--- src/rtl/fn_go_pkg.sv ---
package fn_go_pkg;

  typedef enum logic [1:0] {
    RS_IDLE = 2'd0,
    RS_RUN  = 2'd1,
    RS_STOP = 2'd2
  } run_state_e;

  localparam int unsigned ADDR_RUN  = 0;
  localparam int unsigned ADDR_STAT = 1;

endpackage

--- src/rtl/fn_rst_sync.sv ---
module fn_rst_sync #(
  parameter int unsigned STAGES = 2
) (
  input  logic clk,
  input  logic arst_n,
  output logic rst_n
);

  logic [STAGES-1:0] sync_q;
  logic [STAGES-1:0] sync_d;

  always_comb begin
    sync_d = {sync_q[STAGES-2:0], 1'b1};
  end

  always_ff @(posedge clk or negedge arst_n) begin
    if (!arst_n) begin
      sync_q <= '0;
    end else begin
      sync_q <= sync_d;
    end
  end

  assign rst_n = sync_q[STAGES-1];

endmodule

--- src/rtl/fn_run_reg.sv ---
module fn_run_reg
  import fn_go_pkg::*;
#(
  parameter int unsigned NCH = 4,
  parameter int unsigned DW  = 32,
  parameter int unsigned AW  = 2
) (
  input  logic           clk,
  input  logic           rst_n,
  input  logic           wr_en,
  input  logic [AW-1:0]  wr_addr,
  input  logic [DW-1:0]  wr_data,
  input  logic [AW-1:0]  rd_addr,
  output logic [DW-1:0]  rd_data,
  input  logic [NCH-1:0] busy,
  input  logic [NCH-1:0] exc_flag,
  output logic [NCH-1:0] start_q,
  output logic [NCH-1:0] stop_q,
  output logic [NCH-1:0] exc_clr
);

  localparam int unsigned STAT_W = 2 * NCH;

  logic           run_wr;
  logic           stat_wr;
  logic [NCH-1:0] run_q;
  logic [NCH-1:0] run_d;
  logic [NCH-1:0] start_d;
  logic [NCH-1:0] stop_d;

  always_comb begin
    run_wr  = wr_en && (wr_addr == AW'(ADDR_RUN));
    stat_wr = wr_en && (wr_addr == AW'(ADDR_STAT));
    run_d   = wr_data[NCH-1:0];
    start_d = run_wr ? wr_data[NCH-1:0] : '0;
    stop_d  = run_wr ? (run_q & ~wr_data[NCH-1:0]) : '0;
    exc_clr = stat_wr ? wr_data[STAT_W-1:NCH] : '0;
  end

  always_ff @(posedge clk or negedge rst_n) begin
    if (!rst_n) begin
      run_q <= '0;
    end else if (run_wr) begin
      run_q <= run_d;
    end
  end

  always_ff @(posedge clk or negedge rst_n) begin
    if (!rst_n) begin
      start_q <= '0;
      stop_q  <= '0;
    end else begin
      start_q <= start_d;
      stop_q  <= stop_d;
    end
  end

  always_comb begin
    rd_data = '0;
    if (rd_addr == AW'(ADDR_RUN)) begin
      rd_data[NCH-1:0] = run_q;
    end else if (rd_addr == AW'(ADDR_STAT)) begin
      rd_data[STAT_W-1:0] = {exc_flag, busy};
    end
  end

  generate
    if (DW > STAT_W) begin : g_spare
      logic unused_hi;
      assign unused_hi = ^wr_data[DW-1:STAT_W];
    end
  endgenerate

  // hardware never alters the run bits; only a firmware write does
  a_r6_run_bits_fw_only: assert property (@(posedge clk) disable iff (!rst_n)
    !$past(run_wr) |-> $stable(run_q));

  // a start pulse exists only as the result of a run-register write
  a_r10_start_needs_write: assert property (@(posedge clk) disable iff (!rst_n)
    (start_q != '0) |-> $past(wr_en && (wr_addr == AW'(ADDR_RUN))));

endmodule

--- src/rtl/fn_run_fsm.sv ---
module fn_run_fsm
  import fn_go_pkg::*;
(
  input  logic clk,
  input  logic rst_n,
  input  logic start,
  input  logic stop,
  input  logic done,
  input  logic exc,
  input  logic ack,
  input  logic clr,
  output logic busy,
  output logic stop_req,
  output logic flag
);

  run_state_e state_q;
  run_state_e state_d;
  logic       flag_q;
  logic       flag_d;

  always_comb begin
    state_d = state_q;
    unique case (state_q)
      RS_IDLE: if (start) state_d = RS_RUN;
      RS_RUN: begin
        if (exc || done)  state_d = RS_IDLE;
        else if (stop)    state_d = RS_STOP;
      end
      RS_STOP: if (exc || done || ack) state_d = RS_IDLE;
      default: state_d = RS_IDLE;
    endcase
  end

  always_comb begin
    flag_d = flag_q;
    if (clr) flag_d = 1'b0;
    if (exc && (state_q != RS_IDLE)) flag_d = 1'b1;
  end

  always_ff @(posedge clk or negedge rst_n) begin
    if (!rst_n) begin
      state_q <= RS_IDLE;
      flag_q  <= 1'b0;
    end else begin
      state_q <= state_d;
      flag_q  <= flag_d;
    end
  end

  assign busy     = (state_q != RS_IDLE);
  assign stop_req = (state_q == RS_STOP);
  assign flag     = flag_q;

  // an accepted start makes the channel busy on the next edge
  a_r4_busy_after_start: assert property (@(posedge clk) disable iff (!rst_n)
    (!busy && start) |=> busy);

  // an exception while running ends the run and leaves the flag set
  a_r6_exc_halts: assert property (@(posedge clk) disable iff (!rst_n)
    (busy && exc) |=> (!busy && flag));

  // the sticky flag only rises because of an exception during a run
  a_r7_flag_source: assert property (@(posedge clk) disable iff (!rst_n)
    $rose(flag) |-> $past(busy && exc));

  // an acknowledged stop request ends the run on the next edge
  a_r5_ack_ends_run: assert property (@(posedge clk) disable iff (!rst_n)
    (stop_req && ack) |=> !busy);

  // the stop request is held until the channel answers
  a_r5_stop_held: assert property (@(posedge clk) disable iff (!rst_n)
    (stop_req && !ack && !done && !exc) |=> stop_req);

endmodule

--- src/rtl/fn_go_ctrl.sv ---
module fn_go_ctrl
  import fn_go_pkg::*;
#(
  parameter int unsigned NCH = 4,
  parameter int unsigned DW  = 32,
  parameter int unsigned AW  = 2
) (
  input  logic           clk,
  input  logic           arst_n,
  input  logic           wr_en,
  input  logic [AW-1:0]  wr_addr,
  input  logic [DW-1:0]  wr_data,
  input  logic [AW-1:0]  rd_addr,
  output logic [DW-1:0]  rd_data,
  output logic [NCH-1:0] ch_start,
  output logic [NCH-1:0] ch_stop_req,
  input  logic [NCH-1:0] ch_done,
  input  logic [NCH-1:0] ch_exc,
  input  logic [NCH-1:0] ch_stop_ack
);

  logic           rst_n;
  logic [NCH-1:0] busy_w;
  logic [NCH-1:0] flag_w;
  logic [NCH-1:0] start_w;
  logic [NCH-1:0] stop_w;
  logic [NCH-1:0] clr_w;

  fn_rst_sync #(.STAGES(2)) u_rst (
    .clk   (clk),
    .arst_n(arst_n),
    .rst_n (rst_n)
  );

  fn_run_reg #(.NCH(NCH), .DW(DW), .AW(AW)) u_reg (
    .clk     (clk),
    .rst_n   (rst_n),
    .wr_en   (wr_en),
    .wr_addr (wr_addr),
    .wr_data (wr_data),
    .rd_addr (rd_addr),
    .rd_data (rd_data),
    .busy    (busy_w),
    .exc_flag(flag_w),
    .start_q (start_w),
    .stop_q  (stop_w),
    .exc_clr (clr_w)
  );

  generate
    for (genvar i = 0; i < NCH; i++) begin : g_ch
      fn_run_fsm u_fsm (
        .clk     (clk),
        .rst_n   (rst_n),
        .start   (start_w[i]),
        .stop    (stop_w[i]),
        .done    (ch_done[i]),
        .exc     (ch_exc[i]),
        .ack     (ch_stop_ack[i]),
        .clr     (clr_w[i]),
        .busy    (busy_w[i]),
        .stop_req(ch_stop_req[i]),
        .flag    (flag_w[i])
      );
    end
  endgenerate

  assign ch_start = start_w & ~busy_w;

  // a start pulse never lasts two cycles on one channel
  a_r2_single_pulse: assert property (@(posedge clk) disable iff (!rst_n)
    (ch_start != '0) |=> ((ch_start & $past(ch_start)) == '0));

  // a busy channel never sees a start pulse on the next edge after going busy
  a_r8_start_on_idle: assert property (@(posedge clk) disable iff (!rst_n)
    (ch_start != '0) |=> ((busy_w & $past(ch_start)) == $past(ch_start)));

endmodule

--- config.mk ---
export PLATFORM = sky130hd
export DESIGN_NAME = fn_go_ctrl
export DESIGN_NICKNAME = d
export VERILOG_FILES = /design/src/rtl/fn_go_pkg.sv /design/src/rtl/fn_rst_sync.sv /design/src/rtl/fn_run_reg.sv /design/src/rtl/fn_run_fsm.sv /design/src/rtl/fn_go_ctrl.sv
export SDC_FILE = /design/constraint.sdc
export NUM_CORES = 1
export LEC_CHECK = 0
export CAP_MARGIN = 15
export CORE_MARGIN = 1.5
export CORE_UTILIZATION = 30
export DETAILED_ROUTE_END_ITERATION = 7
export PLACE_DENSITY = 0.72
export SLEW_MARGIN = 10
export SYNTH_ARGS = -nofsm -noshare
export SYNTH_HDL_FRONTEND = slang
export SYNTH_HIERARCHICAL = 1
export SYNTH_SLANG_ARGS = --single-unit
--- constraint.sdc ---
create_clock -name clk -period 1.1 [get_ports clk]
set_input_delay 0.22 -clock clk [delete_from_list [all_inputs] [get_ports clk]]
set_output_delay 0.22 -clock clk [all_outputs]
set_load 0.03 [all_outputs]
**Word-level counts from Yosys, hierarchy flattened**

Cells that the tools add are included.

- Bitwise gates (word level): 4
- Order comparisons: 0
- $add $sub $neg: 0
- Shift-type cells: 0
- Reduce and logical (&&, ||, !) cells: 32
- Multiply operators: 0
- Mux-type cells: 34
- Divide/modulo/power cells: 0
- Eq/ne operators: 22

Operator list:

| operator | number |
|---|---|
| 2-bit two-way mux | 16 |
| 2-bit case mux with 3 select lines | 4 |
| 4-bit two-way mux | 5 |
| 2-bit != test, second input constant | 8 |
| 2-bit nonzero test | 8 |
| 2-bit by 1-bit == test with 1-bit output, second input constant | 6 |
| 2-bit zero test | 6 |
| 3-bit by 2-bit != test with 1-bit output, second input constant | 4 |
| 3-bit AND reduction | 4 |
| 4-bit AND | 2 |
| 2-bit == test, second input constant | 4 |
| 1-bit logical OR | 8 |
| 1-bit two-way mux | 8 |
| 8-bit two-way mux | 1 |
| 4-bit inverter | 2 |
| 1-bit logical AND | 6 |

- Output and inout bits: 40
- Register bits after elaboration: 26
- Logic and storage cells: 104
- RAM bits: 0
- Latch bits: 0
- Memories kept: 0
- Input port bits: 51
- Memory bits (read-only): 0

**Depth between registers and ports, before layout**

Gate-level depths: netlist of run 1.

- Depth after elaboration: 5
- Depth in mapped cells: 4
- Depth with buffers taken out: 4

**Hierarchy**

Netlist of run 1, hierarchy kept.

By module, submodules not included:

| module | cells each | area an instance (µm²) | instances | seq. area each (µm²) |
|---|---|---|---|---|
| fn_run_reg | 70 | 735.7 | 1 | 300.3 |
| fn_run_fsm | 13 | 146.4 | 4 | 75.1 |
| fn_go_ctrl | 4 | 55.1 | 1 | 0.0 |
| fn_rst_sync | 3 | 53.8 | 1 | 50.0 |

**Worst setup path after synthesis of run 1**

OpenSTA, ideal clock, no wires.

- Path type: register to output
- Start point: register g_ch[0].u_fsm.state_q[0]
- End point: output port rd_data[0]
- Required time: 0.880 ns
- Cell stages (with the launch flop): 4
- Arrival: 0.999 ns
- Path slack: -0.119 ns
- Path buffers: 0
- Cell sequence: dfrtp_1 > or2_2 > mux2i_1 > nor2_1

- Word-level cells in the longest chain between the ends: 3

Ends and longest elaborated chain:

| element | line | RTL |
|---|---|---|
| from (decl) | fn_run_fsm.sv:17 | `run_state_e state_q;` |
| from (signal assigned) | fn_run_fsm.sv:46 | `state_q <= state_d;` |
| 2-bit nonzero test | fn_run_fsm.sv:51 | `assign busy = (state_q != RS_IDLE);` |
| via busy_w[0] | fn_go_ctrl.sv:23 | `logic [NCH-1:0] busy_w;` |
| 8-bit two-way mux | fn_run_reg.sv:62 | `end else if (rd_addr == AW'(ADDR_STAT)) begin` |
| 4-bit two-way mux | fn_run_reg.sv:60 | `if (rd_addr == AW'(ADDR_RUN)) begin` |
| to (decl) | fn_go_ctrl.sv:14 | `output logic [DW-1:0] rd_data,` |

The timed path passes the listed nets, and every way through them passes these cells.

**Final worst setup path of run 1**

- Start point: register g_ch[0].u_fsm.state_q[1]
- End point: output port rd_data[0]

Same word-level chain as after synthesis.

==> results by stage, run 1 <==
Run status:
- The flow ran to the end, but the final reports show violations.
- The final reports fail on negative setup slack.

Setup path:
- The critical path starts at g_ch[0].u_fsm/state_q[1]$_DFFE_PN0P_.
- The highest net fanout along the worst path is 2.
- The type of the worst setup path is reg -> out.
- Following the worst setup path forward leads to its endpoint at rd_data[0].
- The required time at the worst-slack endpoint is 0.88 ns.
- The worst register-to-register path begins at g_ch[3].u_fsm/state_q[0]$_DFFE_PN0P_.
- STA classifies the critical path endpoint as a primary output.
- The end of the worst register-to-register path is g_ch[3].u_fsm/state_q[1]$_DFFE_PN0P_.
- The launching element type of the critical path is a flip-flop.
- STA puts the critical path data arrival time at 1.30 ns.
- The critical path crosses 4 cells after its start point.
- The signal on the critical path passes through or2_4 -> mux2i_1 -> nor2_2 -> buf_6.
- Broken down by cell family, the worst path's largest delay share belongs to flip-flops.
- The number of cells on the worst reg-to-reg path is 4.
- The largest single stage delay on the critical path is 0.39 ns.
- Among all stages on the critical path, the largest delay is contributed by dfrtp_1.
- The number of buffers and inverters on the critical path is 1.
- Across all register-to-register paths, the minimum setup slack is -0.17 ns.

Detailed routing:
- The number of DRC markers after the initial detailed-route iteration is 30.
- Dividing the detail-routed wire length by the instance count gives 12.6 µm.
- For this block, the via count after detailed routing is 1,098.
- The count of nets left with antenna violations once routing finished came out at 0.
- In the routed layout, each cell is associated on average with a via count of 4.34.
- The post-detailed-route DRC marker count is 0.
- Summed over all layers, the routed wires come to 3180 µm.
- The detailed-router iteration count before antenna repair is 6.

Clocking:
- The clock network latency to the later pin of the worst-skew pair is 0.27 ns.
- After clock tree synthesis, the clock-pin slew on the worst setup and hold paths is 0.09 ns.
- The count of clock tree sinks is 26.
- The maximum buffer depth of the clock tree is 2.
- In this run the number of H-tree levels came out at 1.
- TritonCTS built the clock tree.
- The number of buffers created by CTS is 3.
- The hold buffer count at CTS is 0.
- The library cell used as clock root buffer is clkbuf_8.

Timing:
- For this run, the top clock speed supported by timing is 0.656 GHz.
- In the finished design, the share of the clock period the worst path needs comes to 1.39.
- Setup violations remaining at the end of the flow were counted as 23.
- The number of endpoints with negative hold slack in the final report is 0.
- The largest clock skew in the final design is 0.00647 ns.
- Across all setup checks in the final design, the least slack found is -0.424 ns.
- In the final timing run, aggregate negative setup slack is -5.18 ns.
- Setup repair after global routing could not meet its margin everywhere.
- The final critical delay including setup and external delays is 1.52 ns.
- The count of pins over their slew limit is 0.

Floorplan:
- The count of standard-cell rows is 24.
- The starting density of the core is 0.320.
- The total area inside the core boundary comes to 0.00447 mm².
- In this run the vertical extent of the chip is 72.0 µm.
- The horizontal extent of the die is 72.0 µm.
- The number of ports placed on the die boundary is 91.
- The die area is 0.00519 mm².

Global routing:
- The largest net degree at the start of global routing is 25.
- The number of global-route vias before repair is 1,096.
- For met2 alone, demand over resource in global routing was 0.222.
- Summed over all layers, the global routing overflow is 0.
- The global routing's busiest layer is met2.
- The global routing met3 resource utilization is 0.0181.
- The overall routing resource usage is 0.124.
- The met1 track demand over resource is 0.152.
- The first global-routing pass estimated 4920 µm of wire.
- The initial antenna violation count is 0.

Power:
- In this run the static leakage power is 1.04 nW.
- The areal power density over the cells is 1020 mW/mm².
- Across the VDD grid, the largest voltage drop is 0.505 mV.
- The completed layout was analyzed and its total power is 2.27 mW.

Placement:
- Detailed placement ended at an HPWL of 2510 µm.
- At the placement stage, the worst setup path has a slack of -0.482 ns.
- The total of buffers placed on input and output ports is 42.
- The placer's final routability congestion estimate is 0.671.
- Summing all placed instances gives a cell area of 0.00201 mm².

Synth:
- A synthesized cell averages 11.1 µm².
- The synthesized design contains 26 register bits.
- The number of synthesized flops with an enable pin is 0.
- For this run, the register share of the synthesized area comes to 0.455.
- The share of synthesized area in the top cell type comes to 0.455.
- The leading cell type by number of instances after synthesis is dfrtp_1.
- Sorting the synthesized cells by how often they occur yields 26 x dfrtp_1, 24 x buf_4, 12 x and2_1.
- The biggest area contributor in the post-synthesis netlist is dfrtp_1.
- The dominant synthesized flop cell is dfrtp_1.
- The count of unique library cells instantiated by Yosys is 25.
- The share of async-settable or async-resettable flops after synthesis is 1.00.
- Yosys printed 6 warnings.
- Summing every instance area after synthesis gives 0.00143 mm².
- Yosys attributes the largest share of cell area to dfrtp_1 45%, buf_4 13%, and2_1 5.2%.
- The post-synthesis instance total is 129.

Worst hold path:
- The type of the worst min-delay path is in -> async.

Cells and area:
- The area of all placed cells without fillers is 0.00223 mm².
- The net total in the final layout is 254.
- The number of diodes added for antenna fixing is 0.
- Of the cells placed in the final design, the portion with a size suffix greater than 1 is 0.418.
- Fill cells in the final layout number 416.
- The area growth from synthesis to layout is 55.6%.
- At the end of the flow the core is filled with cells to 0.497.

Flow run:
- Max-cap violations in this run came to 0.
## cells by family (layout without fill, tap and decap cells)
| group | Yosys count | after routing | share of synthesized area |
|---|---|---|---|
| multiplexers | 8 | 8 | 0.0621 |
| AO/OA/AOI/OAI | 12 | 12 | 0.0595 |
| AND/OR/NAND/NOR | 52 | 52 | 0.279 |
| flip-flops | 26 | 26 | 0.455 |
| buffers and inverters | 29 | 78 | 0.139 |
| other | 2 | 25 | 0.00525 |
## placed cells by master (no fill, tap or decap), types with 2 or more instances in the layout
master and count:
conb_1 25, and2_1 8, mux2_2 3, a21oi_1 2
nand3b_1 4, buf_4 19, or2_4 4, nor2_2 4
nand2b_1 4, buf_12 3, clkdlybuf4s50_1 20, or3b_4 3
and2_4 4, and2b_1 4, dfrtp_1 26, or3b_1 2
nor3b_1 2, a211oi_2 4, buf_2 2, inv_1 4
a22o_1 4, a21oi_2 2, nor2b_4 4, clkbuf_8 3
mux2i_1 3, buf_6 23, or4b_1 3, nor3b_2 3
dlygate4sd2_1 4
## how the worst min path moves through the flow
stage,start,endpoint
after floorplan,arst_n,u_rst/sync_q[0]$_DFF_PN0_
after global placement,u_rst/sync_q[1]$_DFF_PN0_,u_reg/run_q[1]$_DFFE_PN0P_
after detailed placement,u_rst/sync_q[1]$_DFF_PN0_,u_reg/run_q[1]$_DFFE_PN0P_
after CTS,arst_n,u_rst/sync_q[0]$_DFF_PN0_
after global routing,arst_n,u_rst/sync_q[0]$_DFF_PN0_
final,arst_n,u_rst/sync_q[0]$_DFF_PN0_
## power breakdown
part / leakage [nW] / internal [mW] / switching, mW / total [mW]
registers: 0.340 / 1.03 / 0.0472 / 1.08
clock network: 0.0216 / 0.245 / 0.281 / 0.526
logic: 0.678 / 0.344 / 0.322 / 0.666
total: 1.04 / 1.62 / 0.650 / 2.27
## metal layers
layer | wire length, µm | up-vias
met4 | 15 | 0
met1 | 1330 | 534
met3 | 120 | 2
met2 | 1720 | 31
met5 | 0 | -
li1 | - | 531
## cell type report
type	count	area, µm²	share of cell area
Inverter	4	15.0	0.00675
Multi-Input combinational cell	97	747	0.336
Sequential cell	26	651	0.292
Clock buffer	3	41.3	0.0185
Tap cell	52	65.1	0.0292
Timing Repair Buffer	71	707	0.318
## timing repair
item,4_1_cts,5_1_grt
buffers inserted,4,8
endpoints found under the hold margin,0,0
endpoints found under the setup margin,36,25
pin swaps,9,5
gates resized for setup,44,9
## flip-flops by register name (all words and copies together) (netlist names)
signal              cells
u_rst/sync_q            2
u_reg/stop_q            4
g_ch.u_fsm/flag         4
g_ch.u_fsm/state_q      8
u_reg/run_q             4
u_reg/start_q           4
## metrics by stage
| step | instances | hold WS (ns) |
|---|---|---|
| after floorplan | 152 | -0.0756 |
| after global placement | 243 | 0.230 |
| after detailed placement | 243 | 0.239 |
| after CTS | 249 | 0.0946 |
| after global routing | 253 | 0.0960 |
| final | 253 | 0.0993 |
No activity file was read; power rests on OpenSTA's default activity.
==> run 2, diff against run 1 <==
--- a/config.mk
+++ b/config.mk
@@ -7,10 +7,9 @@
 export LEC_CHECK = 0
 export CAP_MARGIN = 15
 export CORE_MARGIN = 1.5
-export CORE_UTILIZATION = 30
+export CORE_UTILIZATION = 33
 export DETAILED_ROUTE_END_ITERATION = 7
-export PLACE_DENSITY = 0.72
-export SLEW_MARGIN = 10
+export PLACE_DENSITY = 0.78
 export SYNTH_ARGS = -nofsm -noshare
 export SYNTH_HDL_FRONTEND = slang
 export SYNTH_HIERARCHICAL = 1
==> results by stage, run 2 (same netlist as run 1, synthesis figures left out) <==
Timing:
- The count of pins over their slew limit is 0.
- The worst hold margin is 0.106 ns.
- The total of endpoints with negative setup slack in the final report is 24.
- Setup repair after global routing could not meet its margin everywhere.
- The share of the clock period used by the worst path is 1.38.
- The number of endpoints with negative hold slack in the final report was 0.
- Between clock sinks in the finished design, the worst skew comes to 0.00210 ns.
- The post-layout worst setup margin is -0.417 ns.
- The maximum clock frequency is 0.659 GHz.
- After layout, the minimum clock period comes to 1.52 ns.
- Adding up every negative setup slack in the final design gives -4.96 ns.

Floorplan:
- Measured along the x axis, the die boundary spans 68.8 µm.
- For this configuration, the core starts out at a cell density of 0.350.
- The floorplan has 23 rows.
- The core outline area is 0.00409 mm².
- The number of ports placed on the die boundary is 91.
- From bottom edge to top edge, the die measures 68.8 µm.
- The die covers 0.00474 mm².

Setup path:
- The highest net fanout along the worst path is 2.
- Across all register-to-register paths, the minimum setup slack is -0.19 ns.
- The launch instance of the worst register-to-register path is g_ch[1].u_fsm/state_q[0]$_DFFE_PN0P_.
- The launching element type of the critical path is a flip-flop.
- The end of the worst register-to-register path is g_ch[1].u_fsm/state_q[1]$_DFFE_PN0P_.
- The worst reg-to-reg path cell count is 4.
- The required time at the worst-slack endpoint is 0.88 ns.
- Data arrives at the worst endpoint at 1.30 ns.
- The worst setup path is captured at a primary output.
- The type of the worst setup path is reg -> out.

Run status:
- The flow ran to the end, but the final reports show violations.
- The checks that failed: negative setup slack.

Clocking:
- TritonCTS built the clock tree.
- The depth of the CTS H-tree is 1.
- The hold buffer count at CTS is 0.
- The clock reaches the later pin of the worst-skew pair after 0.26 ns.
- The clock drives 26 sinks.
- Clock tree synthesis inserted a total of 3 buffers.
- The library cell used as clock root buffer is clkbuf_8.
- The maximum buffer depth of the clock tree is 2.
- Clock-pin slew was measured on the worst setup and hold paths at 0.09 ns.

Detailed routing:
- In the routed layout, each cell is associated on average with a via count of 4.33.
- The detailed-router iteration count before antenna repair is 4.
- The detail route stage leaves a number of antenna-violating nets equal to 0.
- The via count is 1,078.
- For this block, the routed nets add up to 3040 µm of wire.
- In the final routed layout, each cell accounts on average for 12.2 µm.
- The detailed router finished its first iteration with 16 violations.
- After detailed routing, the number of remaining DRC violations is 0.

Cells and area:
- The core utilization of the finished layout is 0.541.
- The register containing the most flip-flops in the final layout is g_ch.u_fsm/state_q.
- The repair_antennas step left the layout with diodes totalling 0.
- The register area is 651 µm².
- The multi-input combinational cells in the finished layout cover a total of 767 µm².
- The area growth from synthesis to layout is 54.7%.
- The filler cells instantiated in the layout total 377.
- At the end of the flow, the number of nets in the layout was 251.
- The proportion of layout cells with a drive suffix above 1 is 0.432.
- In the layout the commonest cells are 26 x dfrtp_1, 26 x buf_6, 25 x conb_1.
- The register with the most flip-flops in the layout has 8 of them.

Global routing:
- The wire length of the first global-routing pass is 4710 µm.
- The initial antenna violation count came to 0.
- The number of global-route vias before repair is 1,092.
- The overall routing resource usage is 0.133.
- After global routing the overflow that remains totals 0.
- Entering global routing, the biggest net connects 25 pins.

Power:
- The analysis attributes to cell leakage a power of 1.03 nW.
- The areal power density over the cells is 1050 mW/mm².
- The total power is 2.32 mW.
- The peak ir drop on the vdd network is 0.732 mV.

Placement:
- At the end of routability-driven placement, the weighted congestion stood at 0.687.
- The placed wire-length estimate after detailed placement is 2390 µm.
- The worst-case setup slack after placement is -0.486 ns.
- Buffers placed on the I/O ports in this run total 42.

Flow run:
- The tool flagged a number of max-cap violations equal to 0.

Worst hold path:
- The worst hold path belongs to the class in -> async.
[run 2: cell type report]
cell class | instances | share of cell area
tap | 50 | 0.0283
multi-input combinational | 97 | 0.347
clock buffer | 4 | 0.0249
sequential | 26 | 0.294
timing repair buffer | 68 | 0.299
inverter | 4 | 0.00679
[run 2: worst max-delay path, cell delays in order (launching register included)]
cell and delay (ns):
dfrtp_1 0.39, or2_4 0.25, mux2i_2 0.19, nor2_2 0.07
buf_6 0.14
[run 2: worst max-delay path by stage]
| stage | slack [ns] | startpoint | cells after the start | endpoint |
|---|---|---|---|---|
| 6_report | -0.42 | g_ch[0].u_fsm/state_q[0]$_DFFE_PN0P_ | 4 | rd_data[0] |
| 5_1_grt | -0.47 | g_ch[0].u_fsm/state_q[1]$_DFFE_PN0P_ | 4 | rd_data[0] |
| 4_1_cts | -0.41 | g_ch[0].u_fsm/state_q[0]$_DFFE_PN0P_ | 4 | rd_data[0] |
| 3_5_place_dp | -0.49 | rd_addr[0] | 5 | rd_data[0] |
| 3_3_place_gp | -0.46 | rd_addr[0] | 5 | rd_data[3] |
| 2_1_floorplan | -0.04 | g_ch[0].u_fsm/state_q[1]$_DFFE_PN0P_ | 3 | rd_data[0] |
[run 2: stage by stage]
step / instance area (µm²) / cells
final: 2210 / 249
after global routing: 2210 / 249
after CTS: 2150 / 245
after detailed placement: 1970 / 241
after global placement: 1970 / 241
after floorplan: 1540 / 152
[run 2: routing by layer]
metal / vias to the layer above / share of wire / global-route usage
met4: 0 / 0 / 0.0147
li1: 522 / - / -
met1: 520 / 0.44 / 0.166
met3: 0 / 0.061 / 0.0211
met2: 36 / 0.50 / 0.248
met5: - / 0 / 0
[run 2: repair_timing]
item | in CTS | in global routing
setup endpoints to repair | 36 | 30
setup buffers | 0 | 5
resized for setup | 48 | 13
pin swaps | 14 | 9
[run 2: power by group]
part           internal, mW  total, mW  switching, mW
clock network         0.319      0.606          0.287
logic                 0.317      0.635          0.318
registers              1.03       1.08         0.0500
total                  1.67       2.32          0.655
==> run 3, diff against run 2 <==
--- a/config.mk
+++ b/config.mk
@@ -6,7 +6,7 @@
 export NUM_CORES = 1
 export LEC_CHECK = 0
 export CAP_MARGIN = 15
-export CORE_MARGIN = 1.5
+export CORE_MARGIN = 2
 export CORE_UTILIZATION = 33
 export DETAILED_ROUTE_END_ITERATION = 7
 export PLACE_DENSITY = 0.78
==> results by stage, run 3 (same netlist as run 1, synthesis figures left out) <==
Clocking:
- The hold buffer count at CTS is 0.
- Clock-pin slew was measured on the worst setup and hold paths at 0.08 ns.
- The longest clock path from root to sink contains 2 buffers.
- The library cell used as clock root buffer is clkbuf_8.
- The number of buffers created by CTS is 3.
- Counting every sink on the clock net gives 26.
- The clock tree from TritonCTS is built.
- The clock network latency to the later pin of the worst-skew pair is 0.27 ns.
- CTS built an H-tree with a depth of 1.

Worst hold path:
- The path class of the tightest hold or removal check is in -> async.

Placement:
- The post-placement cell count is 240.
- The placed wire-length estimate after detailed placement is 2470 µm.
- The total of buffers placed on input and output ports is 42.
- The placer's final routability congestion estimate is 0.730.
- OpenSTA, run right after detailed placement, puts the worst setup slack at -0.458 ns.

Setup path:
- The type of the worst setup path is reg -> out.
- The required time at the worst-slack endpoint is 0.88 ns.
- STA classifies the critical path startpoint as a flip-flop.
- The critical path ends at rd_data[0].
- Data arrives at the worst endpoint at 1.30 ns.
- The worst setup path startpoint is g_ch[0].u_fsm/state_q[0]$_DFFE_PN0P_.
- The end of the worst register-to-register path is g_ch[0].u_fsm/state_q[0]$_DFFE_PN0P_.
- In this run the critical register-to-register path is launched from g_ch[0].u_fsm/state_q[0]$_DFFE_PN0P_.
- Of all nets on the critical path, the largest fanout is 2.
- Across all register-to-register paths, the minimum setup slack is -0.16 ns.
- The endpoint kind of the worst setup timing path is a primary output.
- The worst reg-to-reg path cell count is 4.

Power:
- Power spread over the standard cell area amounts to 1010 mW/mm².
- The worst-case IR drop observed on VDD is 0.687 mV.
- The analysis attributes to cell leakage a power of 1.04 nW.

Detailed routing:
- The aggregate routed wire length is 3310 µm.
- The via count is 1,096.
- The average wire per cell in the routed design is 13.2 µm.
- The detail route stage leaves a number of antenna-violating nets equal to 0.
- In the routed design, unresolved DRC markers number 0.
- The pre-antenna-repair detailed-routing pass consisted of 3 iterations.
- After detailed routing, the number of vias per cell comes to 4.37.
- The number of DRC markers after the initial detailed-route iteration is 23.

Floorplan:
- The core outline area is 0.00409 mm².
- The number of ports placed on the die boundary is 91.
- The vertical extent of the die is 69.8 µm.
- Row generation in the floorplan step produced 23 rows.
- The die is 69.8 µm wide.
- The starting density of the core is 0.350.
- The die area is 0.00488 mm².

Global routing:
- The number of global-route vias before repair is 1,100.
- The overall routing resource usage is 0.134.
- The initial antenna violation count is 0.
- For this run the aggregate overflow at the end of global routing stands at 0.
- Entering global routing, the biggest net connects 25 pins.
- The first global-routing pass estimated 5180 µm of wire.

Timing:
- The number of endpoints with negative hold slack in the final report is 0.
- Setup repair after global routing could not meet its margin everywhere.
- Setup violations remaining at the end of the flow were counted as 24.
- The final critical delay including setup and external delays is 1.52 ns.
- The maximum clock frequency is 0.659 GHz.
- For the final routed database, the setup TNS stands at -4.95 ns.
- Between clock sinks in the finished design, the worst skew comes to 0.00453 ns.
- Dividing the final minimum period by the clock period gives 1.38.
- The count of pins over their slew limit was 0.
- The post-layout worst setup margin is -0.417 ns.

Cells and area:
- The proportion of layout cells with a drive suffix above 1 is 0.423.
- The core utilization of the finished layout is 0.548.
- The most common library cell in the layout ignoring fill and taps is buf_6.
- The net total in the final layout is 254.
- The top cell types in the final layout, fill and taps aside, are 27 x buf_6, 26 x dfrtp_1, 25 x conb_1.
- The register with the most flip-flops in the layout has 8 of them.
- The register with the most flip-flops in the final layout is g_ch.u_fsm/state_q.
- In the final layout, the multi-input gates occupy 759 µm².
- The register area is 651 µm².
- The layout filler cell count is 391.
- The non-filler instance count after layout is 251.
- Relative to the synthesized area, the layout overhead comes to 56.5%.
- 0 antenna diodes ended up in the layout.

Run status:
- The final reports fail on negative setup slack.
- The run finished, with violations left.

Flow run:
- Across the run, the number of max-cap violations was 0.
[run 3: how the worst min path moves through the flow]
stage	endpoint	slack (ns)
final	u_rst/sync_q[1]$_DFF_PN0_	0.10
after global routing	u_rst/sync_q[0]$_DFF_PN0_	0.09
after CTS	u_rst/sync_q[0]$_DFF_PN0_	0.1
after detailed placement	u_reg/start_q[1]$_DFF_PN0_	0.23
after global placement	u_reg/start_q[1]$_DFF_PN0_	0.22
after floorplan	u_rst/sync_q[0]$_DFF_PN0_	-0.08
[run 3: cell type report]
cell class	instances	share of cell area
multi-input combinational	97	0.339
timing repair buffer	71	0.317
sequential	26	0.291
tap	50	0.0279
clock buffer	3	0.0184
inverter	4	0.00671
[run 3: what timing repair did]
item                       in CTS  in global routing
buffers inserted                6                  5
setup endpoints to repair      36                 26
pin swaps                       8                  4
resized for setup              44                 14
[run 3: critical path, stage by stage (launching register included)]
cell and delay [ns]:
dfrtp_1 0.40, or2_4 0.27, mux2i_1 0.17, nor2_2 0.06
buf_6 0.13
[run 3: metrics by stage]
stage	hold WS [ns]	total power, mW	cell area, µm²
CTS	0.0995	2.26	2170
floorplan	-0.0756	1.49	1540
global route	0.0927	2.38	2240
finish	0.104	2.26	2240
global placement	0.223	1.65	1980
detailed placement	0.228	1.67	1980
[run 3: metal layers]
layer / part of all wire / GRT usage / routed length [µm] / up-vias
met5: 0 / 0 / 0 / -
met4: 0.011 / 0.0321 / 36 / 0
met3: 0.066 / 0.0451 / 218 / 7
met2: 0.50 / 0.221 / 1660 / 43
met1: 0.42 / 0.170 / 1400 / 516
li1: - / - / - / 530
[run 3: report_power, final]
part | switching (mW) | total [mW] | internal (mW)
clock network | 0.275 | 0.520 | 0.245
logic | 0.323 | 0.654 | 0.332
registers | 0.0503 | 1.08 | 1.03
total | 0.648 | 2.26 | 1.61
